===== src/rtl/xpdr_pkg.sv =====
package xpdr_pkg;

   localparam int BYTE_W      = 8;
   localparam int FRAME_BYTES = 3;
   localparam int FRAME_W     = BYTE_W * FRAME_BYTES;

   localparam logic [BYTE_W-1:0] OPC_WRITE = 8'h40;
   localparam logic [BYTE_W-1:0] REG_DIR_A = 8'h00;
   localparam logic [BYTE_W-1:0] REG_DIR_B = 8'h01;
   localparam logic [BYTE_W-1:0] REG_OUT_A = 8'h12;
   localparam logic [BYTE_W-1:0] REG_OUT_B = 8'h13;
   localparam logic [BYTE_W-1:0] DIR_DRIVE = 8'h00;
   localparam logic [BYTE_W-1:0] DIR_FLOAT = 8'hFF;

   typedef enum logic [1:0] {
      OP_RAW  = 2'd0,
      OP_DIR  = 2'd1,
      OP_ADDR = 2'd2,
      OP_DATA = 2'd3
   } op_e;

   typedef struct packed {
      logic [BYTE_W-1:0] reg_addr;
      logic [BYTE_W-1:0] value;
   } wr_t;

endpackage


===== src/rtl/xpdr_plan.sv =====
module xpdr_plan
   import xpdr_pkg::*;
(
   input  logic [1:0]          op,
   input  logic [BYTE_W-1:0]   reg_in,
   input  logic [2*BYTE_W-1:0] data_in,
   output wr_t                 wr_first,
   output wr_t                 wr_second,
   output logic                two_frames
);

   logic [BYTE_W-1:0] dir_val;
   logic [BYTE_W-1:0] hi_byte;
   logic [BYTE_W-1:0] lo_byte;

   assign dir_val = data_in[0] ? DIR_FLOAT : DIR_DRIVE;
   assign hi_byte = data_in[2*BYTE_W-1:BYTE_W];
   assign lo_byte = data_in[BYTE_W-1:0];

   always_comb begin
      wr_first   = '{reg_addr: reg_in, value: lo_byte};
      wr_second  = '{reg_addr: reg_in, value: lo_byte};
      two_frames = 1'b0;
      unique case (op_e'(op))
         OP_RAW: begin
            two_frames = 1'b0;
         end
         OP_DIR: begin
            wr_first   = '{reg_addr: REG_DIR_A, value: dir_val};
            wr_second  = '{reg_addr: REG_DIR_B, value: dir_val};
            two_frames = 1'b1;
         end
         OP_ADDR: begin
            wr_first   = '{reg_addr: REG_OUT_A, value: hi_byte};
            wr_second  = '{reg_addr: REG_OUT_B, value: lo_byte};
            two_frames = 1'b1;
         end
         OP_DATA: begin
            wr_first   = '{reg_addr: REG_DIR_B, value: DIR_DRIVE};
            wr_second  = '{reg_addr: REG_OUT_B, value: lo_byte};
            two_frames = 1'b1;
         end
         default: begin
            two_frames = 1'b0;
         end
      endcase
   end

endmodule


===== src/rtl/xpdr_seq.sv =====
module xpdr_seq
   import xpdr_pkg::*;
#(
   parameter int CHIP_W = 1
)
(
   input  logic               clk,
   input  logic               rst_n,
   input  logic               req_valid,
   input  logic [CHIP_W-1:0]  req_chip,
   input  wr_t                wr_first,
   input  wr_t                wr_second,
   input  logic               two_frames,
   input  logic               frame_done,
   output logic               busy,
   output logic               done,
   output logic               start,
   output logic [FRAME_W-1:0] frame,
   output logic [CHIP_W-1:0]  chip_q
);

   typedef enum logic [1:0] {
      SQ_IDLE  = 2'd0,
      SQ_ISSUE = 2'd1,
      SQ_WAIT  = 2'd2
   } sq_e;

   sq_e  st_q;
   wr_t  w0_q;
   wr_t  w1_q;
   logic two_q;
   logic slot_q;

   assign busy  = (st_q != SQ_IDLE);
   assign start = (st_q == SQ_ISSUE);
   assign frame = {OPC_WRITE, (slot_q ? w1_q : w0_q)};

   always_ff @(posedge clk or negedge rst_n) begin
      if (!rst_n) begin
         st_q   <= SQ_IDLE;
         w0_q   <= '0;
         w1_q   <= '0;
         two_q  <= 1'b0;
         slot_q <= 1'b0;
         chip_q <= '0;
         done   <= 1'b0;
      end else begin
         done <= 1'b0;
         unique case (st_q)
            SQ_IDLE: begin
               if (req_valid) begin
                  w0_q   <= wr_first;
                  w1_q   <= wr_second;
                  two_q  <= two_frames;
                  chip_q <= req_chip;
                  slot_q <= 1'b0;
                  st_q   <= SQ_ISSUE;
               end
            end
            SQ_ISSUE: begin
               st_q <= SQ_WAIT;
            end
            SQ_WAIT: begin
               if (frame_done) begin
                  if (two_q && !slot_q) begin
                     slot_q <= 1'b1;
                     st_q   <= SQ_ISSUE;
                  end else begin
                     st_q <= SQ_IDLE;
                     done <= 1'b1;
                  end
               end
            end
            default: st_q <= SQ_IDLE;
         endcase
      end
   end

   AST_DONE_ONE_CYCLE: assert property (@(posedge clk) disable iff (!rst_n)
      done |=> !done);

   AST_BUSY_FROM_REQ: assert property (@(posedge clk) disable iff (!rst_n)
      $rose(busy) |-> $past(req_valid));

endmodule


===== src/rtl/xpdr_shift.sv =====
module xpdr_shift
   import xpdr_pkg::*;
#(
   parameter int HALF_DIV = 8
)
(
   input  logic               clk,
   input  logic               rst_n,
   input  logic               start,
   input  logic [FRAME_W-1:0] frame,
   output logic               sck,
   output logic               mosi,
   output logic               sel_active,
   output logic               frame_done
);

   localparam int HC_W   = $clog2(2 * HALF_DIV) + 1;
   localparam int BC_W   = $clog2(FRAME_W);
   localparam int GAP_SAT = 2 * HALF_DIV;

   typedef enum logic [2:0] {
      SH_IDLE  = 3'd0,
      SH_LEAD  = 3'd1,
      SH_HIGH  = 3'd2,
      SH_LOW   = 3'd3,
      SH_TRAIL = 3'd4,
      SH_GAP   = 3'd5
   } sh_e;

   sh_e               st_q;
   logic [HC_W-1:0]   hc_q;
   logic [BC_W-1:0]   bitc_q;
   logic [FRAME_W-1:0] sh_q;
   logic              tick_half;
   logic              tick_full;

   generate
      if (HALF_DIV == 1) begin : g_tick_every
         assign tick_half = 1'b1;
      end else begin : g_tick_cnt
         assign tick_half = (hc_q == HC_W'(HALF_DIV - 1));
      end
   endgenerate

   assign tick_full = (hc_q == HC_W'(2 * HALF_DIV - 1));
   assign mosi      = sel_active & sh_q[FRAME_W-1];

   always_ff @(posedge clk or negedge rst_n) begin
      if (!rst_n) begin
         st_q       <= SH_IDLE;
         hc_q       <= '0;
         bitc_q     <= '0;
         sh_q       <= '0;
         sck        <= 1'b0;
         sel_active <= 1'b0;
         frame_done <= 1'b0;
      end else begin
         frame_done <= 1'b0;
         unique case (st_q)
            SH_IDLE: begin
               if (start) begin
                  sh_q       <= frame;
                  sel_active <= 1'b1;
                  bitc_q     <= '0;
                  hc_q       <= '0;
                  st_q       <= SH_LEAD;
               end
            end
            SH_LEAD, SH_LOW: begin
               if (tick_half) begin
                  sck  <= 1'b1;
                  hc_q <= '0;
                  st_q <= SH_HIGH;
               end else begin
                  hc_q <= hc_q + 1'b1;
               end
            end
            SH_HIGH: begin
               if (tick_half) begin
                  sck  <= 1'b0;
                  hc_q <= '0;
                  if (bitc_q == BC_W'(FRAME_W - 1)) begin
                     st_q <= SH_TRAIL;
                  end else begin
                     sh_q   <= {sh_q[FRAME_W-2:0], 1'b0};
                     bitc_q <= bitc_q + 1'b1;
                     st_q   <= SH_LOW;
                  end
               end else begin
                  hc_q <= hc_q + 1'b1;
               end
            end
            SH_TRAIL: begin
               if (tick_half) begin
                  sel_active <= 1'b0;
                  hc_q       <= '0;
                  st_q       <= SH_GAP;
               end else begin
                  hc_q <= hc_q + 1'b1;
               end
            end
            SH_GAP: begin
               if (tick_full) begin
                  hc_q       <= '0;
                  frame_done <= 1'b1;
                  st_q       <= SH_IDLE;
               end else begin
                  hc_q <= hc_q + 1'b1;
               end
            end
            default: st_q <= SH_IDLE;
         endcase
      end
   end

   // checker state for the assertions below
   logic        sck_q;
   logic [7:0]  rise_cnt;
   int unsigned hi_cnt;

   always_ff @(posedge clk or negedge rst_n) begin
      if (!rst_n) begin
         sck_q    <= 1'b0;
         rise_cnt <= '0;
         hi_cnt   <= GAP_SAT;
      end else begin
         sck_q <= sck;
         if (start && st_q == SH_IDLE) begin
            rise_cnt <= '0;
         end else if (sck && !sck_q) begin
            rise_cnt <= rise_cnt + 1'b1;
         end
         if (sel_active) begin
            hi_cnt <= 0;
         end else if (hi_cnt < GAP_SAT) begin
            hi_cnt <= hi_cnt + 1;
         end
      end
   end

   AST_MOSI_HOLD_HIGH: assert property (@(posedge clk) disable iff (!rst_n)
      (sck && $past(sck)) |-> $stable(mosi));

   AST_FRAME_BITS: assert property (@(posedge clk) disable iff (!rst_n)
      frame_done |-> (rise_cnt == 8'(FRAME_W)));

   AST_SEL_GAP_MIN: assert property (@(posedge clk) disable iff (!rst_n)
      $rose(sel_active) |-> (hi_cnt >= GAP_SAT));

endmodule


===== src/rtl/xpdr_spi_writer.sv =====
module xpdr_spi_writer
   import xpdr_pkg::*;
#(
   parameter int  N_CHIPS  = 2,
   parameter int  HALF_DIV = 8,
   localparam int CHIP_W   = (N_CHIPS > 1) ? $clog2(N_CHIPS) : 1
)
(
   input  logic                clk,
   input  logic                rst_n,
   input  logic                req_valid,
   output logic                req_ready,
   input  logic [1:0]          req_op,
   input  logic [CHIP_W-1:0]   req_chip,
   input  logic [7:0]          req_reg,
   input  logic [15:0]         req_data,
   output logic                busy,
   output logic                done,
   output logic                spi_sck,
   output logic                spi_mosi,
   output logic [N_CHIPS-1:0]  spi_cs_n
);

   generate
      if (N_CHIPS < 1) begin : g_bad_chips
         $error("xpdr_spi_writer: N_CHIPS must be at least 1");
      end
      if (HALF_DIV < 1) begin : g_bad_div
         $error("xpdr_spi_writer: HALF_DIV must be at least 1");
      end
   endgenerate

   wr_t                wr_first;
   wr_t                wr_second;
   logic               two_frames;
   logic               start;
   logic               frame_done;
   logic               sel_active;
   logic [FRAME_W-1:0] frame;
   logic [CHIP_W-1:0]  chip_q;

   assign req_ready = ~busy;

   xpdr_plan u_plan (
      .op         (req_op),
      .reg_in     (req_reg),
      .data_in    (req_data),
      .wr_first   (wr_first),
      .wr_second  (wr_second),
      .two_frames (two_frames)
   );

   xpdr_seq #(.CHIP_W(CHIP_W)) u_seq (
      .clk        (clk),
      .rst_n      (rst_n),
      .req_valid  (req_valid),
      .req_chip   (req_chip),
      .wr_first   (wr_first),
      .wr_second  (wr_second),
      .two_frames (two_frames),
      .frame_done (frame_done),
      .busy       (busy),
      .done       (done),
      .start      (start),
      .frame      (frame),
      .chip_q     (chip_q)
   );

   xpdr_shift #(.HALF_DIV(HALF_DIV)) u_shift (
      .clk        (clk),
      .rst_n      (rst_n),
      .start      (start),
      .frame      (frame),
      .sck        (spi_sck),
      .mosi       (spi_mosi),
      .sel_active (sel_active),
      .frame_done (frame_done)
   );

   generate
      for (genvar gi = 0; gi < N_CHIPS; gi++) begin : g_sel
         assign spi_cs_n[gi] = ~(sel_active && (chip_q == CHIP_W'(gi)));
      end
   endgenerate

   AST_SEL_ONEHOT: assert property (@(posedge clk) disable iff (!rst_n)
      $onehot0(~spi_cs_n));

   AST_SCK_IDLE_LOW: assert property (@(posedge clk) disable iff (!rst_n)
      (&spi_cs_n) |-> !spi_sck);

   AST_DONE_SEL_HIGH: assert property (@(posedge clk) disable iff (!rst_n)
      done |-> ((&spi_cs_n) && !busy));

endmodule


===== config.mk =====
export PLATFORM = sky130hd
export DESIGN_NAME = xpdr_spi_writer
export DESIGN_NICKNAME = d
export VERILOG_FILES = /design/src/rtl/xpdr_pkg.sv /design/src/rtl/xpdr_plan.sv /design/src/rtl/xpdr_seq.sv /design/src/rtl/xpdr_shift.sv /design/src/rtl/xpdr_spi_writer.sv
export SDC_FILE = /design/constraint.sdc
export NUM_CORES = 1
export LEC_CHECK = 0
export CORE_UTILIZATION = 45
export CTS_BUF_LIST = sky130_fd_sc_hd__clkbuf_16
export CTS_CLUSTER_DIAMETER = 120
export CTS_CLUSTER_SIZE = 16
export DETAILED_ROUTE_END_ITERATION = 12
export GPL_TIMING_DRIVEN = 0
export PLACE_DENSITY_LB_ADDON = 0.05
export SKIP_CTS_REPAIR_TIMING = 1
export SLEW_MARGIN = 20
export SYNTH_ARGS = -nofsm -noshare
export SYNTH_HDL_FRONTEND = slang
export SYNTH_HIERARCHICAL = 1
export SYNTH_SLANG_ARGS = --single-unit

===== constraint.sdc =====
create_clock -name clk -period 1.9 [get_ports clk]
set_clock_uncertainty 0.15 [all_clocks]
set_input_delay 0.19 -clock clk [delete_from_list [all_inputs] [get_ports clk]]
set_output_delay 0.19 -clock clk [all_outputs]
set_load 0.1 [all_outputs]

# --- Word-level counts from Yosys, hierarchy flattened ---
# Index checks and enable logic that the tools add are counted.
totals:
  word_cells: 111
  ff_bits: 78
  out_inout_bits: 7
  in_bits: 30
classes:
  reduce_logical: 25
  n_addsub: 2
  n_bitwise: 5
  n_mux: 41
  n_eq_ne: 22
op_table:
  columns: ["operator", "count"]
  rows:
  - ["$mux W24", 3]
  - ["$pmux W16 S3", 1]
  - ["$pmux W24 S2", 1]
  - ["$pmux W16 S2", 1]
  - ["$mux W5", 5]
  - ["$mux W3", 6]
  - ["$mux W16", 1]
  - ["$pmux W3 S5", 1]
  - ["$pmux W5 S3", 1]
  - ["$mux W1", 12]
  - ["$ne A2 B1 Y1 const B", 6]
  - ["$add A5 B1 Y5 const B", 2]
  - ["$pmux W5 S2", 1]
  - ["$reduce_bool A2 Y1", 5]
  - ["$mux W8", 1]
  - ["$pmux W1 S2", 4]
  - ["$reduce_and A4 Y1", 2]
  - ["$eq A2 B2 Y1 const B", 3]
  - ["$eq A3 B2 Y1 const B", 2]
  - ["$eq A3 B3 Y1 const B", 2]
  - ["$ne A2 B2 Y1 const B", 3]
  - ["$pmux W2 S3", 1]
  - ["$reduce_and A2 Y1", 3]
  - ["$reduce_and A3 Y1", 2]
  - ["17 further kinds", 26]

# --- Longest topological paths before layout ---
logic_depth:
  word_depth: 5
  depth_mapped: 8
  mapped_depth_nobuf: 8

# --- By module ---
# The synthesis kept the hierarchy.
modules_own_cells:
  columns: ["module", "n_inst", "cells_each", "seq_area_each_um2", "area_per_inst_um2"]
  rows:
  - ["xpdr_shift", 1, 213, 1001.0, 2004.4]
  - ["xpdr_seq", 1, 119, 950.9, 1740.4]
  - ["xpdr_plan", 1, 54, 0.0, 379.1]
  - ["xpdr_spi_writer", 1, 3, 0.0, 13.8]

# --- Worst setup path after synthesis ---
# OpenSTA, ideal clock, no wires.
synth_timing:
  path_type: "flip-flop to output port"
  startpoint: "register u_seq.st_q[1]"
  endpoint: "output req_ready"
  n_path_buf: 1
  required_ns: 1.560
  path_slack_ns: -0.128
  t_arrival_ns: 1.688
  stages_incl_launch_ff: 4
  cell_sequence: "dfrtp_1 buf_4 or2_2 inv_1"
synth_via:
  elab_chain_cells: 2
synth_lines:
  columns: ["item", "line_no", "source"]
  rows:
  - ["start: declaration", "xpdr_seq.sv:28", "sq_e st_q;"]
  - ["start signal: assignment", "xpdr_seq.sv:40", "st_q <= SQ_IDLE;"]
  - ["start signal: assignment", "xpdr_seq.sv:57", "st_q <= SQ_ISSUE;"]
  - ["start signal: assignment", "xpdr_seq.sv:61", "st_q <= SQ_WAIT;"]
  - ["$reduce_bool A2 Y1", "xpdr_seq.sv:34", "assign busy = (st_q != SQ_IDLE);"]
  - ["named net busy", "xpdr_spi_writer.sv:17", "output logic busy,"]
  - ["$not A1 Y1", "xpdr_spi_writer.sv:42", "assign req_ready = ~busy;"]
  - ["end: declaration", "xpdr_spi_writer.sv:12", "output logic req_ready,"]
# The timed path passes the listed nets, and every way through them passes these cells.

# --- Worst setup path in the final report ---
layout_timing:
  startpoint: "register u_seq.st_q[1]"
  endpoint: "register u_shift.sh_q[21]"
layout_via:
  elab_chain_cells: 3
layout_lines:
  columns: ["item", "line_no", "source"]
  rows:
  - ["$eq A2 B1 Y1", "xpdr_seq.sv:35", "assign start = (st_q == SQ_ISSUE);"]
  - ["named net start", "xpdr_spi_writer.sv:36", "logic start;"]
  - ["$ne A2 B2 Y1 (no line)", null, null]
  - ["$reduce_and A4 Y1 (no line)", null, null]
  - ["end signal: assignment", "xpdr_shift.sv:62", "sh_q <= frame;"]
  - ["end signal: assignment", "xpdr_shift.sv:85", "sh_q <= {sh_q[FRAME_W-2:0], 1'b0};"]
  - ["end: declaration", "xpdr_shift.sv:33", "logic [FRAME_W-1:0] sh_q;"]
# The timed path passes the listed nets, and every way through them passes these cells.
# A chain may end at the register's enable or synchronous reset.

==> insert_results.sql <==
INSERT INTO impl_metrics (metric_group, metric, value, unit) VALUES
('status', 'failed_checks', 'setup timing', ''),
('clocking', 'htree_levels', '3', ''),
('drt', 'route.antenna.remaining_nets', '0', ''),
('clocking', 'worst_setup_hold_path_clk_slew', '0.06', 'ns'),
('logic_synthesis', 'post_synth_edffs', '0', ''),
('timing', 'least_margin_pin_slew', '0.968', 'ns'),
('setup_path', 'crit_path_top_delay_cell', 'sky130_fd_sc_hd__or4b_4', ''),
('logic_synthesis', 'yosysTopAreaCellShare', '0.472', ''),
('grt', 'grt_pass1_vias', '2991', ''),
('timing', 'final-hold-violation-count', '0', ''),
('clocking', 'cts_tree', 'built', ''),
('logic_synthesis', 'synth_async_sr_flop_share', '1.00', ''),
('setup_path', 'crit_type', 'flop to flop', ''),
('layout', 'area_growth', '27.4', '%'),
('place', 'port_buffers', '35', ''),
('layout', 'final-instance-count-excl-fill', '568', ''),
('clocking', 'clockRootBuffer', 'sky130_fd_sc_hd__clkbuf_16', ''),
('drt', 'drt-wirelength-per-cell', '16.0', 'um'),
('pwr', 'clock_network_fraction_of_total_power', '0.469', ''),
('drt', 'drtPass1Iterations', '4', ''),
('setup_path', 'crit_fanout', '7', ''),
('logic_synthesis', 'synth_cell_type_count', '55', ''),
('pwr', 'share_comb_of_total_power', '0.079', ''),
('layout', 'final_cell_mix', 'sky130_fd_sc_hd__dfrtp_1, sky130_fd_sc_hd__mux2_2, sky130_fd_sc_hd__nor2_1', ''),
('pwr', 'peakVddDrop', '0.000420', 'V'),
('place', 'post-place-ws', '-0.447', 'ns'),
('timing', 'final.setup.worst_slack', '-0.0640', 'ns'),
('setup_path', 'cp_bufs_invs', '4', ''),
('pwr', 'power_report.internal_total', '0.00302', 'W'),
('clocking', 'clk_lat_worst_skew', '0.33', 'ns'),
('grt', 'global_route.overflow_total', '0', ''),
('setup_path', 'startpoint_type', 'flop', ''),
('logic_synthesis', 'synth.yosys.seq_area_share', '0.472', ''),
('logic_synthesis', 'synth_area', '4140', 'um2'),
('pwr', 'p_per_area', '734', 'nW/um2'),
('grt', 'grt_max_degree', '47', ''),
('die', 'die_x', '97.9', 'um'),
('logic_synthesis', 'yosys_most_used_dff', 'sky130_fd_sc_hd__dfrtp_1', ''),
('setup_path', 'critPathArrivalTime', '2.07', 'ns'),
('pwr', 'net-switching-power', '0.000848', 'W'),
('clocking', 'cts_buffer_depth', '2', ''),
('setup_path', 'cp_data_required_time', '2.01', 'ns'),
('die', 'core_area', '8810', 'um2'),
('logic_synthesis', 'post_synth_inst_count', '389', ''),
('timing', 'slew_headroom', '0.353', ''),
('timing', 'drv_slew', '0', ''),
('setup_path', 'timing.critical_path.cells', 'buf_6 -> nor2b_4 -> or4b_4 -> buf_8 -> o41ai_4 -> buf_6 -> buf_8 -> nor2_1 -> nor2_1', ''),
('status', 'outcome', 'complete, but fails checks', ''),
('die', 'die_height', '97.9', 'um'),
('layout', 'leading_cell_type_in_the_layout_fill_and_taps_excluded', 'sky130_fd_sc_hd__dfrtp_1', ''),
('layout', 'num_antenna_cells', '0', ''),
('die', 'placementRows', '34', ''),
('place', 'finalWeightedCongestion', '0.816', ''),
('clocking', 'cts_buffers', '9', ''),
('place', 'hpwlAfterDp', '6.01', 'mm'),
('grt', 'track_usage', '0.198', ''),
('layout', 'finalNetCount', '490', ''),
('drt', 'routed_wirelength', '9.11', 'mm'),
('pwr', 'p_leak', '2.46', 'nW'),
('drt', 'drtIter0Drc', '87', ''),
('die', 'die_area', '9580', 'um2'),
('timing', 'rsz0062_at_grt', 'true', ''),
('timing', 'finalCriticalPeriod', '1.96', 'ns'),
('drt', 'vias', '3101', ''),
('layout', 'fin_util', '0.598', ''),
('grt', 'grt_first_pass_wirelength', '15.0', 'mm'),
('layout', 'finish.instance_area', '5270', 'um2'),
('die', 'initial_core_util', '0.470', ''),
('drt', 'average_vias_per_placed_instance', '5.46', ''),
('pwr', 'netSwitchingFraction', '0.219', ''),
('timing', 'report.final.setup_viol', '21', '');
[routing by layer]
metal | vias up | GRT usage | part of all wire
li1 | 1500 | - | -
met5 | - | 0 | 0
met2 | 55 | 0.308 | 0.47
met3 | 7 | 0.0344 | 0.032
met1 | 1539 | 0.280 | 0.49
met4 | 0 | 0.0676 | 0.0086
[Yosys cell counts, types with 2 or more instances]
master                     number
sky130_fd_sc_hd__dfrtp_1       78
sky130_fd_sc_hd__nor2_1        54
sky130_fd_sc_hd__mux2_2        49
sky130_fd_sc_hd__o22ai_1       24
sky130_fd_sc_hd__o21ai_0       23
sky130_fd_sc_hd__buf_4         16
sky130_fd_sc_hd__nand2_1       13
sky130_fd_sc_hd__a21oi_1       12
sky130_fd_sc_hd__buf_6         10
sky130_fd_sc_hd__inv_1          9
sky130_fd_sc_hd__mux2i_1        9
sky130_fd_sc_hd__a21o_1         8
sky130_fd_sc_hd__and2_1         7
sky130_fd_sc_hd__clkbuf_1       6
sky130_fd_sc_hd__buf_2          5
sky130_fd_sc_hd__ha_1           4
sky130_fd_sc_hd__nand3_1        4
sky130_fd_sc_hd__nor2b_1        4
sky130_fd_sc_hd__nand4_1        3
sky130_fd_sc_hd__nand4b_1       3
sky130_fd_sc_hd__a21o_2         2
sky130_fd_sc_hd__a22o_1         2
sky130_fd_sc_hd__a22oi_1        2
sky130_fd_sc_hd__a31oi_1        2
sky130_fd_sc_hd__conb_1         2
sky130_fd_sc_hd__mux2_1         2
sky130_fd_sc_hd__nand2b_1       2
sky130_fd_sc_hd__nand3b_1       2
sky130_fd_sc_hd__nor2_2         2
sky130_fd_sc_hd__nor3_1         2
sky130_fd_sc_hd__o211ai_1       2
sky130_fd_sc_hd__or2_2          2
sky130_fd_sc_hd__or3_1          2
[power by group through the flow]
stage / clock, W / sequential, W / combinational [W]
final: 0.00181 / 0.00175 / 0.000304
after global routing: 0.00193 / 0.00176 / 0.000336
after CTS: 0.00185 / 0.00175 / 0.000307
after detailed placement: 0 / 0.00178 / 0.000304
after global placement: 0 / 0.00178 / 0.000299
after floorplan: 0 / 0.00177 / 0.000169
[final cells by class]
cell class | instances | area (um2)
multi-input combinational | 270 | 2000
sequential | 78 | 1950
timing repair buffer | 51 | 517
tap | 108 | 135
buffer | 37 | 318
fill | 781 | 3540
clock inverter | 6 | 87.6
clock buffer | 9 | 225
inverter | 9 | 37.5
[logic make-up after synthesis]
logic type                 Yosys count  share of synthesized area
adders and majority gates            4                     0.0121
muxes                               60                      0.161
other                                2                    0.00182
AOI/OAI and AO/OA                   85                      0.134
buffers and inverters               47                     0.0792
DFF                                 78                      0.472
and+or+nand+nor                    113                      0.141
[path summary, 6_finish.rpt]
| path | from | depth (start not counted) | to | slack (ns) |
|---|---|---|---|---|
| min in group asynchronous | rst_n | 2 | u_seq/w0_q[14] | 0.27 |
| setup / recovery | u_seq/st_q[1] | 9 | u_shift/sh_q[21] | -0.06 |
| hold reg to reg | u_seq/w1_q[6] | 1 | u_seq/w1_q[6] | 0.33 |
| hold / removal | req_op[1] | 3 | u_seq/w1_q[8] | 0.12 |
| setup reg to reg | u_seq/st_q[1] | 9 | u_shift/sh_q[21] | -0.06 |
| max in group asynchronous | rst_n | 3 | u_seq/st_q[0] | 0.72 |
[worst reg2reg max path, stage by stage (launching register included)]
cell and delay (ns):
sky130_fd_sc_hd__dfrtp_1 0.37, sky130_fd_sc_hd__buf_6 0.13, sky130_fd_sc_hd__nor2b_4 0.11, sky130_fd_sc_hd__or4b_4 0.47, sky130_fd_sc_hd__buf_8 0.15, sky130_fd_sc_hd__o41ai_4 0.05, sky130_fd_sc_hd__buf_6 0.20, sky130_fd_sc_hd__buf_8 0.14
sky130_fd_sc_hd__nor2_1 0.04, sky130_fd_sc_hd__nor2_1 0.09
[registers in the layout, indices dropped and copies added, names as in the netlist]
name	count
u_seq/two_q	1
u_seq/w1_q	16
u_shift/sel_active	1
u_shift/st_q	3
u_seq/slot_q	1
u_seq/done	1
u_shift/frame_done	1
u_shift/sck	1
u_shift/bitc_q	5
u_seq/chip_q	1
u_seq/st_q	2
u_shift/sh_q	24
u_shift/hc_q	5
u_seq/w0_q	16
[metrics by stage]
step,total power (W),TNS (ns)
after global routing,0.00402,-2.68
final,0.00387,-1.15
after global placement,0.00207,-196.66
after floorplan,0.00194,-0.000280
after CTS,0.00391,-7.67
after detailed placement,0.00208,-9.06
No activity file was read; power rests on OpenSTA's default activity.
